==> config.mk <==
export PLATFORM = sky130hd
export DESIGN_NAME = por_supervisor
export DESIGN_NICKNAME = d
export VERILOG_FILES = /design/src/rtl/por_pkg.sv /design/src/rtl/por_integrator.sv /design/src/rtl/por_delay_timer.sv /design/src/rtl/por_fsm.sv /design/src/rtl/por_supervisor.sv
export SDC_FILE = /design/constraint.sdc
export NUM_CORES = 1
export LEC_CHECK = 0
export ABC_AREA = 1
export BUFFER_PORTS_ARGS = -buffer_cell sky130_fd_sc_hd__buf_2
export CORE_MARGIN = 10
export CORE_UTILIZATION = 37
export CTS_CLUSTER_SIZE = 28
export DETAILED_ROUTE_END_ITERATION = 6
export GPL_TIMING_DRIVEN = 0
export HOLD_SLACK_MARGIN = 0.08
export PLACE_DENSITY_LB_ADDON = 0.1
export SLEW_MARGIN = 40
export SYNTH_ARGS = -nofsm -noshare
export SYNTH_HDL_FRONTEND = slang
export SYNTH_SLANG_ARGS = --single-unit
==> constraint.sdc <==
create_clock -name clk -period 5.54 [get_ports clk]
set_clock_uncertainty 0.2 [all_clocks]
set_input_delay 0 -clock clk [delete_from_list [all_inputs] [get_ports clk]]
set_output_delay 0 -clock clk [all_outputs]
set_load 0.02 [all_outputs]
==> src/rtl/por_pkg.sv <==
package por_pkg;

    typedef enum logic [1:0] {
        ST_HOLD    = 2'd0,
        ST_RELEASE = 2'd1,
        ST_RUN     = 2'd2
    } por_state_e;

endpackage

==> src/rtl/por_integrator.sv <==
module por_integrator #(
    parameter int FLT_W = 8
) (
    input  logic             clk,
    input  logic             clr_n,
    input  logic             sup_ok_i,
    input  logic [FLT_W-1:0] cfg_limit_i,
    output logic             flt_bad_o
);
    localparam logic [FLT_W-1:0] CNT_TOP = {FLT_W{1'b1}};
    localparam logic [FLT_W-1:0] ONE     = FLT_W'(1);

    logic [FLT_W-1:0] lim;
    logic [FLT_W-1:0] cnt_q;
    logic [FLT_W-1:0] cnt_eff;
    logic [FLT_W-1:0] cnt_n;
    logic             flag_q;
    logic             flag_n;

    // zero limit behaves as one
    always_comb begin
        lim = (cfg_limit_i == '0) ? ONE : cfg_limit_i;
    end

    // clamp the post-clear value down to the programmed limit
    always_comb begin
        cnt_eff = (cnt_q > lim) ? lim : cnt_q;
        if (sup_ok_i) begin
            cnt_n = (cnt_eff == '0) ? '0 : cnt_eff - ONE;
        end else begin
            cnt_n = (cnt_eff == lim) ? lim : cnt_eff + ONE;
        end
    end

    // hysteresis: set at the limit, clear at zero
    always_comb begin
        flag_n = flag_q;
        if (cnt_n == lim) begin
            flag_n = 1'b1;
        end else if (cnt_n == '0) begin
            flag_n = 1'b0;
        end
    end

    always_ff @(posedge clk or negedge clr_n) begin
        if (!clr_n) begin
            cnt_q  <= CNT_TOP;
            flag_q <= 1'b1;
        end else begin
            cnt_q  <= cnt_n;
            flag_q <= flag_n;
        end
    end

    assign flt_bad_o = flag_q;

    p_good_below_limit_r2: assert property (@(posedge clk) disable iff (!clr_n)
        sup_ok_i |=> (cnt_q < lim));

    p_flag_rise_at_limit_r2: assert property (@(posedge clk) disable iff (!clr_n)
        $rose(flag_q) |-> (cnt_q == lim));

    p_flag_fall_at_zero_r2: assert property (@(posedge clk) disable iff (!clr_n)
        $fell(flag_q) |-> (cnt_q == '0));

    p_single_bad_no_flag_r5: assert property (@(posedge clk) disable iff (!clr_n)
        (!flag_q && cnt_q == '0 && lim > ONE) |=> !flag_q);

endmodule

==> src/rtl/por_delay_timer.sv <==
module por_delay_timer #(
    parameter int DLY_W = 16
) (
    input  logic             clk,
    input  logic             clr_n,
    input  logic             load_i,
    input  logic             step_i,
    input  logic [DLY_W-1:0] cfg_delay_i,
    output logic             short_o,
    output logic             expired_o
);
    localparam logic [DLY_W-1:0] ONE  = DLY_W'(1);
    localparam logic [DLY_W:0]   ONEW = (DLY_W+1)'(1);

    logic [DLY_W-1:0] tmr_q;
    logic [DLY_W-1:0] dly_eff;
    logic [DLY_W:0]   tmr_inc;

    always_comb begin
        dly_eff   = (cfg_delay_i == '0) ? ONE : cfg_delay_i;
        short_o   = (dly_eff == ONE);
        tmr_inc   = {1'b0, tmr_q} + ONEW;
        expired_o = (tmr_inc >= {1'b0, dly_eff});
    end

    // load counts the cycle spent leaving hold as the first delay cycle
    always_ff @(posedge clk or negedge clr_n) begin
        if (!clr_n) begin
            tmr_q <= '0;
        end else if (load_i) begin
            tmr_q <= ONE;
        end else if (step_i && !expired_o) begin
            tmr_q <= tmr_inc[DLY_W-1:0];
        end else if (!step_i) begin
            tmr_q <= '0;
        end
    end

    p_tmr_bound_r3: assert property (@(posedge clk) disable iff (!clr_n)
        tmr_q <= dly_eff);

    p_load_restart_r7: assert property (@(posedge clk) disable iff (!clr_n)
        load_i |=> (tmr_q == ONE));

    p_idle_cleared_r7: assert property (@(posedge clk) disable iff (!clr_n)
        (!load_i && !step_i) |=> (tmr_q == '0));

endmodule

==> src/rtl/por_fsm.sv <==
module por_fsm
    import por_pkg::*;
(
    input  logic clk,
    input  logic clr_n,
    input  logic flt_bad_i,
    input  logic short_i,
    input  logic expired_i,
    output logic load_o,
    output logic step_o,
    output logic rst_n_o
);
    por_state_e state_q;
    por_state_e state_n;

    always_comb begin
        state_n = state_q;
        unique case (state_q)
            ST_HOLD: begin
                if (!flt_bad_i) begin
                    state_n = short_i ? ST_RUN : ST_RELEASE;
                end
            end
            ST_RELEASE: begin
                if (flt_bad_i) begin
                    state_n = ST_HOLD;
                end else if (expired_i) begin
                    state_n = ST_RUN;
                end
            end
            ST_RUN: begin
                if (flt_bad_i) begin
                    state_n = ST_HOLD;
                end
            end
            default: state_n = ST_HOLD;
        endcase
    end

    always_ff @(posedge clk or negedge clr_n) begin
        if (!clr_n) begin
            state_q <= ST_HOLD;
        end else begin
            state_q <= state_n;
        end
    end

    // registered reset output, glitch free
    always_ff @(posedge clk or negedge clr_n) begin
        if (!clr_n) begin
            rst_n_o <= 1'b0;
        end else begin
            rst_n_o <= (state_n == ST_RUN);
        end
    end

    always_comb begin
        load_o = (state_q == ST_HOLD) && !flt_bad_i && !short_i;
        step_o = (state_q == ST_RELEASE) && !flt_bad_i;
    end

    p_fault_hold_r4: assert property (@(posedge clk) disable iff (!clr_n)
        (flt_bad_i && state_q != ST_HOLD) |=> (!rst_n_o && state_q == ST_HOLD));

    p_rise_needs_good_r3: assert property (@(posedge clk) disable iff (!clr_n)
        $rose(rst_n_o) |-> $past(!flt_bad_i));

    p_abort_release_r7: assert property (@(posedge clk) disable iff (!clr_n)
        (state_q == ST_RELEASE && flt_bad_i) |=> (state_q == ST_HOLD));

    p_low_outside_run_r1: assert property (@(posedge clk) disable iff (!clr_n)
        (state_q != ST_RUN) |-> !rst_n_o);

endmodule

==> src/rtl/por_supervisor.sv <==
module por_supervisor #(
    parameter int FLT_W = 8,
    parameter int DLY_W = 16
) (
    input  logic             clk,
    input  logic             clr_n,
    input  logic             sup_ok,
    input  logic [FLT_W-1:0] cfg_limit,
    input  logic [DLY_W-1:0] cfg_delay,
    output logic             rst_n
);
    logic flt_bad;
    logic load;
    logic step;
    logic short_dly;
    logic expired;

    por_integrator #(.FLT_W(FLT_W)) u_integ (
        .clk        (clk),
        .clr_n      (clr_n),
        .sup_ok_i   (sup_ok),
        .cfg_limit_i(cfg_limit),
        .flt_bad_o  (flt_bad)
    );

    por_delay_timer #(.DLY_W(DLY_W)) u_timer (
        .clk        (clk),
        .clr_n      (clr_n),
        .load_i     (load),
        .step_i     (step),
        .cfg_delay_i(cfg_delay),
        .short_o    (short_dly),
        .expired_o  (expired)
    );

    por_fsm u_fsm (
        .clk      (clk),
        .clr_n    (clr_n),
        .flt_bad_i(flt_bad),
        .short_i  (short_dly),
        .expired_i(expired),
        .load_o   (load),
        .step_o   (step),
        .rst_n_o  (rst_n)
    );

endmodule

# Word level (Yosys, flattened, before mapping)
# Index checks and enable logic that the tools add are counted.
# W data, S select, Z words.
# word_totals
latch_bits	0
ramBits	0
romBits	0
mem_count	0
register_bits	28
out_inout_bits	1
in_bits	27
# classes
muxes	17
add_sub_neg	3
n_reduce_logical	13
multipliers	0
n_eq_ne	7
bitwise	0
div	0
shift	0
magnitude_cmp	2
# ops
op	n
$mux W16	4
$mux W8	5
$logic_not A8 Y1	3
$add A16 B1 Y17 const B	1
$ge A17 B16 Y1	1
$eq A16 B1 Y1 const B	1
$eq A8 B8 Y1	2
$logic_not A16 Y1	1
$mux W2	5
$add A8 B1 Y8 const B	1
$gt A8 B8 Y1	1
$sub A8 B1 Y8 const B	1
$pmux W2 S3	1
$eq A2 B2 Y1 const B	2
$logic_and A1 B1 Y1	4
$logic_not A1 Y1	3
$ne A3 B3 Y1 const B	1
$eq A2 B1 Y1 const B	1
$logic_not A2 Y1	1
$mux W1	2
$reduce_bool A2 Y1	1

# Logic depth before layout (Yosys ltp)
# Gate-level depths: netlist of the first run.
# logic_depth
ltp_word	10
mapped_depth	30
depth_no_buf	29

# Cells and area by module
# A second synthesis of the first run with hierarchy kept.
# hier_totals
cells_unflattened	505
hier_area_um2	3296.9
# modules_own_cells
module	cells_per_inst	area_each_um2	instances	seq_area_each_um2
por_delay_timer	229	1586.5	1	400.4
por_integrator	256	1566.5	1	236.5
por_fsm	20	143.9	1	75.1

# Worst setup path before layout of the first run
# No wires, ideal clock.
# synth_timing
kind	flip-flop to flip-flop
from	reg u_timer.tmr_q[2]
to	reg u_timer.tmr_q[12]
stages_incl_launch_ff	17
setup_ps	83
arrival_ps	3027
setup_slack_ps	2230
required_time_ps	5257
period_less_slack_ps	3310
cell_sequence	dfrtp_1 -> inv_1 -> nor4_1 -> nand2_1 -> nor3_1 -> nand2_1 -> nor2_1 -> xor2_1 -> inv_1 -> ha_1 -> nand2_1 -> nor3_1 -> nand4_1 -> nand3_1 -> nand2_2 -> buf_4 -> o21ai_0
# synth_between
elab_chain_len	6
# synth_lines
item	line_no	rtl
from (decl)	por_delay_timer.sv:15	logic [DLY_W-1:0] tmr_q;
from (signal assigned)	por_delay_timer.sv:33	tmr_q <= tmr_inc[DLY_W-1:0];
$add A16 B1 Y17 (*)	por_delay_timer.sv:22	tmr_inc = {1'b0, tmr_q} + ONEW;
$ge A17 B16 Y1	por_delay_timer.sv:23	expired_o = (tmr_inc >= {1'b0, dly_eff});
$logic_not A1 Y1	por_delay_timer.sv:32	end else if (step_i && !expired_o) begin
$logic_and A1 B1 Y1	por_delay_timer.sv:32	
$mux W16	por_delay_timer.sv:32	
$mux W16	por_delay_timer.sv:30	end else if (load_i) begin
# Mark *: on every way between the ends. The rest lies on a longest branch, timed or not.
# A chain may end at the register's enable or synchronous reset.

# Worst setup path after layout of the first run
# layout_timing
from	in cfg_limit[1]
to	reg u_integ.flag_q, in the netlist u_integ.flt_bad_o
# layout_between
elab_chain_len	9
# layout_lines
item	line_no	rtl
from (decl)	por_supervisor.sv:8	input logic [FLT_W-1:0] cfg_limit,
$logic_not A8 Y1	por_integrator.sv:22	lim = (cfg_limit_i == '0) ? ONE : cfg_limit_i;
$mux W8 (*)	por_integrator.sv:22	
$gt A8 B8 Y1	por_integrator.sv:27	cnt_eff = (cnt_q > lim) ? lim : cnt_q;
$mux W8	por_integrator.sv:27	
$add A8 B1 Y8, or another cell as far along	por_integrator.sv:31	cnt_n = (cnt_eff == lim) ? lim : cnt_eff + ONE;
$mux W8, on equally long branches	por_integrator.sv:31, por_integrator.sv:29	
$mux W8 (*)	por_integrator.sv:28	if (sup_ok_i) begin
via u_integ.cnt_n[6]	por_integrator.sv:16	logic [FLT_W-1:0] cnt_n;
$eq A8 B8 Y1 or $logic_not A8 Y1 (tied branches)	por_integrator.sv:38, por_integrator.sv:40	
$mux W1 or $reduce_bool A2 Y1 (tied branches)	--	
to (signal assigned)	por_integrator.sv:51	flag_q <= flag_n;
to (decl)	por_integrator.sv:17	logic flag_q;
# The timed path passes the listed nets; every way through them passes the cells marked *.

==> insert_results.sql, run 1 <==
INSERT INTO impl_metrics (metric_group, metric, value, unit) VALUES
('cells_and_area', 'area.sequential', '712', 'um^2'),
('synth', 'synth_enable_flop_cells', '0', ''),
('timing', 'grt_setup_unrepaired', 'false', ''),
('clock_network', 'clkSlewWorstSetupHoldPaths', '0.10', 'ns'),
('setup_path', 'reg2reg_setup_slack', '0.57', 'ns'),
('clock_network', 'cts_num_sinks', '28', ''),
('floorplanning', 'chipHeight', '113', 'um'),
('cells_and_area', 'area_growth_syn_to_layout', '13.9', '%'),
('global_routing', 'via_count_of_the_first_global_routing_pass', '3054', ''),
('power', 'power_leakage', '1.95', 'nW'),
('floorplanning', 'io-pin-count', '28', ''),
('cells_and_area', 'multiInputGateArea', '2180', 'um^2'),
('cells_and_area', 'nNetsFinal', '574', ''),
('floorplanning', 'initial_core_util', '0.376', ''),
('hold_path', 'min_path_type', 'input port to async pin', ''),
('status', 'status', 'complete, no violations', ''),
('floorplanning', 'coreArea', '8590', 'um^2'),
('synth', 'synthDominantAreaCellType', 'dfrtp_1', ''),
('clock_network', 'cts_max_path_buffers', '2', ''),
('cells_and_area', 'final_layout_size_suffix_gt1_frac', '0.197', ''),
('timing', 'final_critical_path_time_including_i_o_delays_and_setup', '5.14', 'ns'),
('floorplanning', 'core.rowCount', '34', ''),
('routing', 'wl_per_cell', '14.0', 'um'),
('timing', 'final-hold-violation-count', '0', ''),
('cells_and_area', 'fillerInstances', '926', ''),
('timing', 'fmax', '194', 'MHz'),
('routing', 'drt.antenna.violating_nets', '0', ''),
('cells_and_area', 'insertedDiodeCount', '0', ''),
('global_routing', 'grt_pass1_wl', '14900', 'um'),
('synth', 'dominantRegCellSynth', 'dfrtp_1', ''),
('timing', 'finalSetupViolCount', '0', ''),
('synth', 'synth.avg_cell_area', '6.79', 'um^2'),
('setup_path', 'crit_type', 'input port to flip-flop', ''),
('clock_network', 'tritoncts.num_buffers', '3', ''),
('power', 'totalPowerFinal', '0.00165', 'W'),
('synth', 'syn_inst', '475', ''),
('timing', 'slew_violations', '0', ''),
('setup_path', 'critical_path.endpoint_type', 'flip-flop', ''),
('timing', 'max_slew.worst_pin.slew', '0.664', 'ns'),
('synth', 'synthesis.area', '3230', 'um^2'),
('setup_path', 'path_max_fanout', '10', ''),
('clock_network', 'cts_max_level', '1', ''),
('setup_path', 'setup.worst_path.start_class', 'input port', ''),
('timing', 'tns', '0', 'ns'),
('global_routing', 'grt_antenna_before_repair', '0', ''),
('place', 'place_hpwl', '7250', 'um'),
('synth', 'synth_sequential_area_ratio', '0.221', ''),
('routing', 'drc_errors', '0', ''),
('place', 'gp_congestion', '0.881', ''),
('setup_path', 'cpPeakStageDelay', '0.56', 'ns'),
('routing', 'drt-total-wl', '8750', 'um'),
('clock_network', 'tritoncts_clock_tree', 'yes', ''),
('synth', 'ys_seq_elements', '28', ''),
('routing', 'num_vias', '3134', ''),
('timing', 'max-slew-margin-rel', '0.557', ''),
('synth', 'asyncSetResetFlopFracSynth', '1.00', ''),
('global_routing', 'grt_start_max_net_pins', '29', ''),
('global_routing', 'global_routing_usage_summed_across_all_routing_layers', '0.137', ''),
('synth', 'yosysWarnings', '0', ''),
('routing', 'drt-pass1-iter-count', '4', ''),
('power', 'peakVddDrop', '0.250', 'mV'),
('synth', 'yosys-top-cells-area', 'dfrtp_1 (15%), nand2_1 (12%), nand3_1 (11%)', ''),
('routing', 'route.detailed.vias_per_inst', '5.01', ''),
('power', 'pwr_density_cell', '449', 'nW/um^2'),
('synth', 'post_synthesis_cell_type_count', '41', ''),
('floorplanning', 'die_area', '12900', 'um^2'),
('clock_network', 'cts_post_setup_buffers_inserted', '0', ''),
('setup_path', 'worst_ep_required_time', '5.57', 'ns'),
('synth', 'postSynthNetCount', '530', ''),
('job', 'maxCapViolations', '0', ''),
('place', 'io_buffer_count', '27', ''),
('setup_path', 'critical-path-top-cell-by-count', 'nand2_1', ''),
('clock_network', 'clockRootBuffer', 'clkbuf_8', ''),
('routing', 'detail_route.iter0.violations', '170', ''),
('setup_path', 'critical-path-slowest-cell', 'dlygate4sd3_1', ''),
('setup_path', 'arrival', '5.17', 'ns'),
('clock_network', 'insertion_delay', '0.28', 'ns'),
('global_routing', 'overflow', '0', ''),
('floorplanning', 'die_w', '113', 'um'),
('timing', 'finalCritPeriodShare', '0.928', ''),
('synth', 'synth_top_area_share', '0.147', '');
## worst max-delay path, delay by kind of cell
| kind | cells | cell delay [ns] |
|---|---|---|
| adder cells (fa/ha/maj) | 2 | 0.36 |
| AND/OR/NAND/NOR | 23 | 1.86 |
| buffers and inverters | 9 | 2.74 |
| AO/OA/AOI/OAI | 1 | 0.20 |
## sequential cells by signal, summed over array words and instances, names as in the netlist
| name | cells |
|---|---|
| u_integ.flt_bad_o | 1 |
| u_fsm.rst_n_o | 1 |
| u_fsm.state_q | 2 |
| u_integ.cnt_q | 8 |
| u_timer.tmr_q | 16 |
## synthesized netlist by cell type, drive strengths merged (3+ instances only)
library cell and count:
o31ai 4, dfrtp 19, o22ai 7, nor3 9, o211ai 3, nand4 14
nor4 3, buf 3, ha 28, nand2 132, nand3 79, o21ai 15
dfstp 9, nor2 33, nand3b 5, inv 80, a21oi 11, xor2 12
## final cells by class
type,instances,share of cell area
timing repair buffer,39,0.0695
multi-input combinational,362,0.594
clock buffer,4,0.0123
inverter,81,0.0827
buffer,4,0.0112
tap,108,0.0368
sequential,28,0.194
## metal layers
layer	GRT usage	vias up	part of all wire
met1	0.194	1426	0.51
met5	0	-	0
met3	0.0189	6	0.032
met2	0.217	44	0.44
li1	-	1658	-
met4	0.0262	0	0.011
## placed cells by master (no fill, tap or decap), types with 4 or more instances in the layout
| cell | synthesis | routed |
|---|---|---|
| nand3_2 | 7 | 7 |
| a21oi_1 | 11 | 11 |
| o31ai_1 | 4 | 4 |
| nor2_1 | 25 | 25 |
| o21ai_0 | 11 | 11 |
| inv_1 | 69 | 68 |
| o22ai_1 | 7 | 7 |
| nor3_1 | 8 | 7 |
| nand3_1 | 72 | 72 |
| ha_1 | 28 | 28 |
| xor2_1 | 12 | 12 |
| nor2_2 | 4 | 4 |
| nand3b_1 | 5 | 5 |
| dfrtp_1 | 19 | 19 |
| nand2_2 | 21 | 21 |
| dlygate4sd3_1 | 0 | 12 |
| nand2_1 | 106 | 106 |
| nand4_1 | 12 | 12 |
| dfstp_2 | 9 | 9 |
| inv_2 | 11 | 12 |
| buf_2 | 0 | 27 |
## power by group
part           switching (W)  leakage [nW]  internal [W]  total, W
Sequential         0.0000521         0.351      0.000279  0.000331
Combinational       0.000791          1.57      0.000408   0.00120
Clock              0.0000677        0.0228     0.0000517  0.000119
## final timing paths
path,start,endpoint,cells after the start
worst min-delay path,clr_n,u_fsm.state_q[1],2
worst max register to register,u_integ.cnt_q[7],u_integ.flt_bad_o,26
min in group clk,cfg_limit[6],u_integ.cnt_q[6],5
worst max-delay path,cfg_limit[1],u_integ.flt_bad_o,35
worst min register to register,u_fsm.state_q[0],u_fsm.rst_n_o,1
max in group asynchronous,clr_n,u_timer.tmr_q[13],2
## stage by stage
step	std cells	cell area [um^2]	setup slack (ns)	util	hold WS, ns
final	626	3670	0.397	0.428	0.0839
after global routing	626	3670	0.0270	0.428	0.123
after CTS	626	3670	0.349	0.427	0.0854
after detailed placement	610	3500	1.36	0.408	-0.124
after global placement	610	3500	1.36	0.407	-0.120
after floorplan	475	3230	2.23	-	-0.496
## kinds of logic after synthesis
kind of cell               share of synthesized area
AOI/OAI and AO/OA                             0.0845
and+or+nand+nor                                0.447
buffers and inverters                          0.107
xor gates and xnor gates                      0.0326
DFF                                            0.221
adders and majority gates                      0.109
## repair_timing
item	in CTS	in global routing
setup endpoints to repair	0	1
hold buffers	12	0
hold endpoints to repair	37	0
resized for setup	0	2
Note: power is estimated with default switching activity, not from simulation.
==> run 2: changes to the inputs <==
Settings changed: SYNTH_HIERARCHICAL set to 1.
==> run 2 against run 1 <==
Utilization increased by 0.24 points. Sequential share of layout area decreased by 0.30 points. Power decreased by 0.64%. Final cell count increased by 4.8%. Sequential power about the same. Combinational power about the same. Design area increased by 1.6%. Fmax increased by 5.2%.
==> insert_results.sql, run 2 <==
INSERT INTO impl_metrics (metric_group, metric, value, unit) VALUES
('setup_path', 'arrival', '4.92', 'ns'),
('synth', 'asyncSetResetFlopFracSynth', '1.00', ''),
('routing', 'drt-total-wl', '8470', 'um'),
('status', 'status', 'complete, no violations', ''),
('setup_path', 'reg2reg_setup_slack', '0.99', 'ns'),
('floorplanning', 'die_area', '13100', 'um^2'),
('routing', 'drt-pass1-iter-count', '4', ''),
('floorplanning', 'die_w', '114', 'um'),
('cells_and_area', 'final_layout_size_suffix_gt1_frac', '0.188', ''),
('cells_and_area', 'nNetsFinal', '604', ''),
('synth', 'synth_top_area_share', '0.170', ''),
('cells_and_area', 'biggestRegsByFlops', 'u_timer/tmr_q (16), u_integ/cnt_q (8), u_fsm/state_q (2)', ''),
('timing', 'fmax', '205', 'MHz'),
('timing', 'finalCritPeriodShare', '0.882', ''),
('setup_path', 'crit_path_end', 'u_integ/flt_bad_o', ''),
('floorplanning', 'chipHeight', '114', 'um'),
('synth', 'synthesis.area', '3300', 'um^2'),
('setup_path', 'crit_type', 'input port to flip-flop', ''),
('routing', 'drt.antenna.violating_nets', '0', ''),
('floorplanning', 'io-pin-count', '28', ''),
('floorplanning', 'coreArea', '8680', 'um^2'),
('clock_network', 'cts_num_sinks', '28', ''),
('timing', 'slew_violations', '0', ''),
('global_routing', 'grt_antenna_before_repair', '0', ''),
('timing', 'grt_setup_unrepaired', 'false', ''),
('place', 'gp_congestion', '0.897', ''),
('cells_and_area', 'area_growth_syn_to_layout', '13.2', '%'),
('clock_network', 'cts_max_path_buffers', '2', ''),
('power', 'pwr_density_cell', '439', 'nW/um^2'),
('cells_and_area', 'layout.cells.most_common', 'nand2_1', ''),
('synth', 'ys_seq_elements', '28', ''),
('setup_path', 'worst_r2r_startpoint', 'u_integ/cnt_q[7]', ''),
('synth', 'synth.top_cells.by_count', 'nand2_1 (149), nand3_1 (74), inv_1 (64)', ''),
('synth', 'synth_sequential_area_ratio', '0.216', ''),
('clock_network', 'cts_post_setup_buffers_inserted', '0', ''),
('global_routing', 'global_routing_usage_summed_across_all_routing_layers', '0.132', ''),
('timing', 'max_slew.worst_pin.slew', '0.678', 'ns'),
('timing', 'finalSetupViolCount', '0', ''),
('routing', 'drc_errors', '0', ''),
('timing', 'max-slew-margin-rel', '0.546', ''),
('floorplanning', 'initial_core_util', '0.380', ''),
('setup_path', 'critical-path-slowest-cell', 'dlygate4sd3_1', ''),
('synth', 'syn_inst', '505', ''),
('synth', 'synth_enable_flop_cells', '0', ''),
('place', 'io_buffer_count', '27', ''),
('global_routing', 'overflow', '0', ''),
('global_routing', 'grt_start_max_net_pins', '29', ''),
('setup_path', 'worst_r2r_path_depth', '22', ''),
('hold_path', 'min_path_type', 'input port to async pin', ''),
('cells_and_area', 'fin_cells', '656', ''),
('cells_and_area', 'insertedDiodeCount', '0', ''),
('setup_path', 'path_max_fanout', '10', ''),
('clock_network', 'hold_buffers', '12', ''),
('timing', 'tns', '0', 'ns'),
('cells_and_area', 'largest_register_ffs', '16', ''),
('clock_network', 'clkSlewWorstSetupHoldPaths', '0.10', 'ns'),
('clock_network', 'insertion_delay', '0.28', 'ns'),
('synth', 'yosysWarnings', '6', ''),
('synth', 'dominantRegCellSynth', 'dfrtp_1', ''),
('cells_and_area', 'most-common-layout-cells', 'nand2_1 (149), nand3_1 (74), inv_1 (64)', ''),
('global_routing', 'grt_pass1_wl', '14500', 'um'),
('timing', 'final_critical_path_time_including_i_o_delays_and_setup', '4.89', 'ns'),
('global_routing', 'via_count_of_the_first_global_routing_pass', '3003', ''),
('synth', 'synthMostInstantiatedCell', 'nand2_1', ''),
('synth', 'yosys-top-cells-area', 'nand2_1 (17%), dfrtp_1 (14%), nand3_1 (11%)', ''),
('synth', 'postSynthNetCount', '560', ''),
('setup_path', 'worst_ep_required_time', '5.57', 'ns'),
('clock_network', 'clockRootBuffer', 'clkbuf_8', ''),
('setup_path', 'critical-path-top-cell-by-count', 'nand2_1', ''),
('setup_path', 'cpPeakStageDelay', '0.56', 'ns'),
('routing', 'route.detailed.vias_per_inst', '4.96', ''),
('synth', 'synth.avg_cell_area', '6.53', 'um^2'),
('place', 'post_dp_cell_area', '3570', 'um^2'),
('setup_path', 'startpoint', 'cfg_limit[7]', ''),
('job', 'maxCapViolations', '0', ''),
('routing', 'wl_per_cell', '12.9', 'um'),
('setup_path', 'setup.worst_path.start_class', 'input port', ''),
('cells_and_area', 'stdcell_area', '3730', 'um^2'),
('clock_network', 'tritoncts_clock_tree', 'yes', ''),
('routing', 'detail_route.iter0.violations', '241', ''),
('place', 'placement.setup.worst_slack', '2.03', 'ns'),
('setup_path', 'r2r_end', 'u_integ/flt_bad_o', ''),
('clock_network', 'cts_max_level', '1', ''),
('clock_network', 'tritoncts.num_buffers', '3', ''),
('place', 'dpl.cell_count', '640', ''),
('timing', 'final-hold-violation-count', '0', ''),
('timing', 'setup_ws', '0.652', 'ns'),
('synth', 'post_synthesis_cell_type_count', '33', ''),
('synth', 'synthDominantAreaCellType', 'nand2_1', ''),
('place', 'place_hpwl', '6890', 'um'),
('clock_network', 'ctsResizeCount', '0', ''),
('power', 'power_leakage', '2.12', 'nW'),
('setup_path', 'critical_path.endpoint_type', 'flip-flop', ''),
('cells_and_area', 'regMostFlops', 'u_timer/tmr_q', ''),
('power', 'peakVddDrop', '0.230', 'mV'),
('floorplanning', 'core.rowCount', '34', ''),
('routing', 'num_vias', '3255', '');
==> run 2: metal layers <==
metal	part of all wire	GRT usage	vias up	wire length, um
met4	0.0055	0.0175	0	47
met1	0.54	0.202	1472	4550
li1	-	-	1709	-
met2	0.41	0.195	72	3500
met5	0	0	-	0
met3	0.045	0.0168	2	377
==> run 2: how the worst min path moves through the flow <==
stage	startpoint	cells past startpoint	to	slack (ns)
6_report	clr_n	2	u_fsm/state_q[1]	0.07
5_1_grt	cfg_delay[14]	7	u_fsm/state_q[0]	0.11
4_1_cts	cfg_limit[4]	5	u_integ/cnt_q[4]	0.08
3_5_place_dp	clr_n	1	u_fsm/state_q[1]	-0.13
3_3_place_gp	clr_n	1	u_fsm/state_q[0]	-0.12
2_1_floorplan	clr_n	0	u_fsm/rst_n_o	-0.50
==> run 2: final cells by class <==
class,instances,area [um^2]
multi-input combinational,387,2210
inverter,83,312
timing repair buffer,39,255
sequential,28,712
fill,931,4950
buffer,7,58.8
clock buffer,4,45.0
tap,108,135
==> run 2: cells by family after synthesis <==
kind of cell,count (synthesis),synth area share
xor gates and xnor gates,17,0.0452
DFF,28,0.216
buffers and inverters,90,0.112
adders and majority gates,28,0.106
and+or+nand+nor,318,0.473
AOI/OAI and AO/OA,24,0.0471
==> run 2: worst max-delay path: cells and delay by family <==
kind	cells	cell delay, ns
AND/OR/NAND/NOR	19	1.85
buffers and inverters	8	2.19
adder cells (fa/ha/maj)	2	0.38
AO/OA/AOI/OAI	2	0.50
==> run 2: report_power, final <==
group	internal (W)	leakage, nW	switching [W]
logic	0.000401	1.74	0.000786
registers	0.000279	0.352	0.0000541
clock network	0.0000517	0.0228	0.0000677
total	0.000731	2.12	0.000908
==> run 2: stage by stage <==
step / total power [W] / util / hold slack, ns
floorplan: 0.00125 / - / -0.496
global placement: 0.00149 / 0.411 / -0.124
detailed placement: 0.00150 / 0.411 / -0.129
CTS: 0.00165 / 0.430 / 0.0820
global route: 0.00182 / 0.430 / 0.115
finish: 0.00164 / 0.430 / 0.0719
==> run 3: changes to the inputs <==
Settings changed: CORE_UTILIZATION 37 to 49.
==> run 3 against run 2 <==
Largest power group unchanged. Via count down 0.61%. Flip-flop and latch count unchanged. Register-to-register slack better by 0.09 ns. Setup slack better by 0.079 ns. Non-clock buffer count unchanged. Critical path depth unchanged.
==> insert_results.sql, run 3 (synthesis results as in run 2) <==
INSERT INTO impl_metrics (metric_group, metric, value, unit) VALUES
('cells_and_area', 'fin_cells', '625', ''),
('clock_network', 'cts_num_sinks', '28', ''),
('status', 'status', 'complete, no violations', ''),
('power', 'power_leakage', '2.13', 'nW'),
('cells_and_area', 'regMostFlops', 'u_timer/tmr_q', ''),
('cells_and_area', 'nNetsFinal', '604', ''),
('place', 'gp_congestion', '0.885', ''),
('clock_network', 'cts_post_setup_buffers_inserted', '0', ''),
('setup_path', 'startpoint', 'cfg_limit[7]', ''),
('setup_path', 'critical-path-slowest-cell', 'dlygate4sd3_1', ''),
('power', 'pwr_density_cell', '452', 'nW/um^2'),
('routing', 'drc_errors', '0', ''),
('cells_and_area', 'layout.cells.most_common', 'nand2_1', ''),
('setup_path', 'setup.worst_path.start_class', 'input port', ''),
('floorplanning', 'chipHeight', '102', 'um'),
('floorplanning', 'io-pin-count', '28', ''),
('clock_network', 'ctsResizeCount', '0', ''),
('cells_and_area', 'util_after_layout', '0.576', ''),
('cells_and_area', 'largest_register_ffs', '16', ''),
('routing', 'detail_route.iter0.violations', '218', ''),
('routing', 'drt.antenna.violating_nets', '0', ''),
('setup_path', 'arrival', '4.83', 'ns'),
('cells_and_area', 'area_growth_syn_to_layout', '12.8', '%'),
('setup_path', 'worst_ep_required_time', '5.57', 'ns'),
('clock_network', 'tritoncts_clock_tree', 'yes', ''),
('clock_network', 'clkSlewWorstSetupHoldPaths', '0.10', 'ns'),
('global_routing', 'global_routing_usage_summed_across_all_routing_layers', '0.159', ''),
('place', 'dpl.cell_count', '609', ''),
('setup_path', 'critical-path-top-cell-by-count', 'nand2_1', ''),
('setup_path', 'crit_type', 'input port to flip-flop', ''),
('setup_path', 'critical_path.endpoint_type', 'flip-flop', ''),
('floorplanning', 'die_area', '10400', 'um^2'),
('timing', 'fmax', '208', 'MHz'),
('clock_network', 'tritoncts.num_buffers', '3', ''),
('setup_path', 'worst_r2r_path_depth', '23', ''),
('timing', 'max-slew-margin-rel', '0.585', ''),
('clock_network', 'hold_buffers', '12', ''),
('floorplanning', 'coreArea', '6460', 'um^2'),
('setup_path', 'path_max_fanout', '10', ''),
('cells_and_area', 'fillerInstances', '662', ''),
('floorplanning', 'core.rowCount', '29', ''),
('power', 'totalPowerFinal', '0.00168', 'W'),
('floorplanning', 'initial_core_util', '0.510', ''),
('timing', 'final_critical_path_time_including_i_o_delays_and_setup', '4.81', 'ns'),
('routing', 'drt-pass1-iter-count', '5', ''),
('global_routing', 'grt_antenna_before_repair', '0', ''),
('setup_path', 'reg2reg_setup_slack', '1.08', 'ns'),
('cells_and_area', 'insertedDiodeCount', '0', ''),
('timing', 'finalCritPeriodShare', '0.868', ''),
('place', 'place_hpwl', '6600', 'um'),
('clock_network', 'clockRootBuffer', 'clkbuf_8', ''),
('job', 'maxCapViolations', '0', ''),
('timing', 'tns', '0', 'ns'),
('global_routing', 'grt_start_max_net_pins', '29', ''),
('global_routing', 'via_count_of_the_first_global_routing_pass', '2946', ''),
('power', 'peakVddDrop', '0.320', 'mV'),
('cells_and_area', 'stdcell_area', '3720', 'um^2'),
('global_routing', 'overflow', '0', ''),
('clock_network', 'cts_max_path_buffers', '2', ''),
('setup_path', 'cpPeakStageDelay', '0.56', 'ns'),
('clock_network', 'insertion_delay', '0.27', 'ns'),
('setup_path', 'worst_r2r_startpoint', 'u_integ/cnt_q[5]', ''),
('cells_and_area', 'biggestRegsByFlops', 'u_timer/tmr_q (16), u_integ/cnt_q (8), u_fsm/state_q (2)', ''),
('clock_network', 'cts_max_level', '1', ''),
('timing', 'final-hold-violation-count', '0', ''),
('routing', 'num_vias', '3235', ''),
('place', 'post_dp_cell_area', '3530', 'um^2'),
('routing', 'wl_per_cell', '12.8', 'um'),
('routing', 'route.detailed.vias_per_inst', '5.18', ''),
('floorplanning', 'die_w', '102', 'um'),
('setup_path', 'crit_path_end', 'u_integ/flt_bad_o', ''),
('timing', 'slew_violations', '0', ''),
('timing', 'finalSetupViolCount', '0', ''),
('hold_path', 'min_path_type', 'input port to async pin', ''),
('place', 'io_buffer_count', '27', ''),
('setup_path', 'r2r_end', 'u_integ/flt_bad_o', ''),
('timing', 'grt_setup_unrepaired', 'false', ''),
('cells_and_area', 'most-common-layout-cells', 'nand2_1 (149), nand3_1 (74), inv_1 (64)', ''),
('cells_and_area', 'final_layout_size_suffix_gt1_frac', '0.190', ''),
('global_routing', 'grt_pass1_wl', '13700', 'um'),
('routing', 'drt-total-wl', '8000', 'um'),
('timing', 'max_slew.worst_pin.slew', '0.620', 'ns');
## run 3: changes by cell type in the layout (fill, tap and decap cells not counted), sizes merged
cell    previous run  this run
bufinv             0         1
clkbuf             5         4
## run 3: worst min-delay path by stage
stage	start	to	slack (ns)	cells after the start
after CTS	clr_n	u_fsm/state_q[0]	0.09	2
after floorplan	clr_n	u_fsm/rst_n_o	-0.50	0
final	clr_n	u_fsm/state_q[0]	0.06	2
after global routing	clr_n	u_fsm/state_q[0]	0.14	2
after global placement	clr_n	u_fsm/state_q[0]	-0.15	1
after detailed placement	clr_n	u_fsm/state_q[0]	-0.14	1
## run 3: layout make-up
cell class / instances / area, um^2 / share of cell area
Multi-Input combinational cell: 387 / 2210 / 0.595
Clock buffer: 3 / 41.3 / 0.0111
Buffer: 7 / 58.8 / 0.0158
Clock inverter: 1 / 30.0 / 0.00807
Sequential cell: 28 / 712 / 0.191
Inverter: 83 / 312 / 0.0838
Timing Repair Buffer: 39 / 255 / 0.0686
Tap cell: 77 / 96.3 / 0.0259
## run 3: power by group
| group | internal (W) | switching (W) | leakage [nW] |
|---|---|---|---|
| Combinational | 0.000405 | 0.000783 | 1.74 |
| Clock | 0.0000967 | 0.0000654 | 0.0357 |
| Sequential | 0.000279 | 0.0000534 | 0.352 |
## run 3: worst max-delay path: cells and delay by family
family	cells	cell delay, ns
AOI/OAI and AO/OA	2	0.51
and+or+nand+nor	19	1.75
adders and majority gates	2	0.38
buffers and inverters	8	2.21
## run 3: metrics by stage
step                      worst slack, ns  hold slack, ns
final                               0.731          0.0642
after global routing                0.391           0.136
after global placement               2.02          -0.145
after CTS                           0.767          0.0912
after detailed placement             1.97          -0.140
after floorplan                      2.64          -0.496
## run 3: routing by layer
layer  vias up  routed length, um  track usage
li1       1704                  -            -
met5         -                  0            0
met2        75               3300        0.242
met4         0                 25       0.0130
met1      1454               4280        0.238
met3         2                393       0.0223
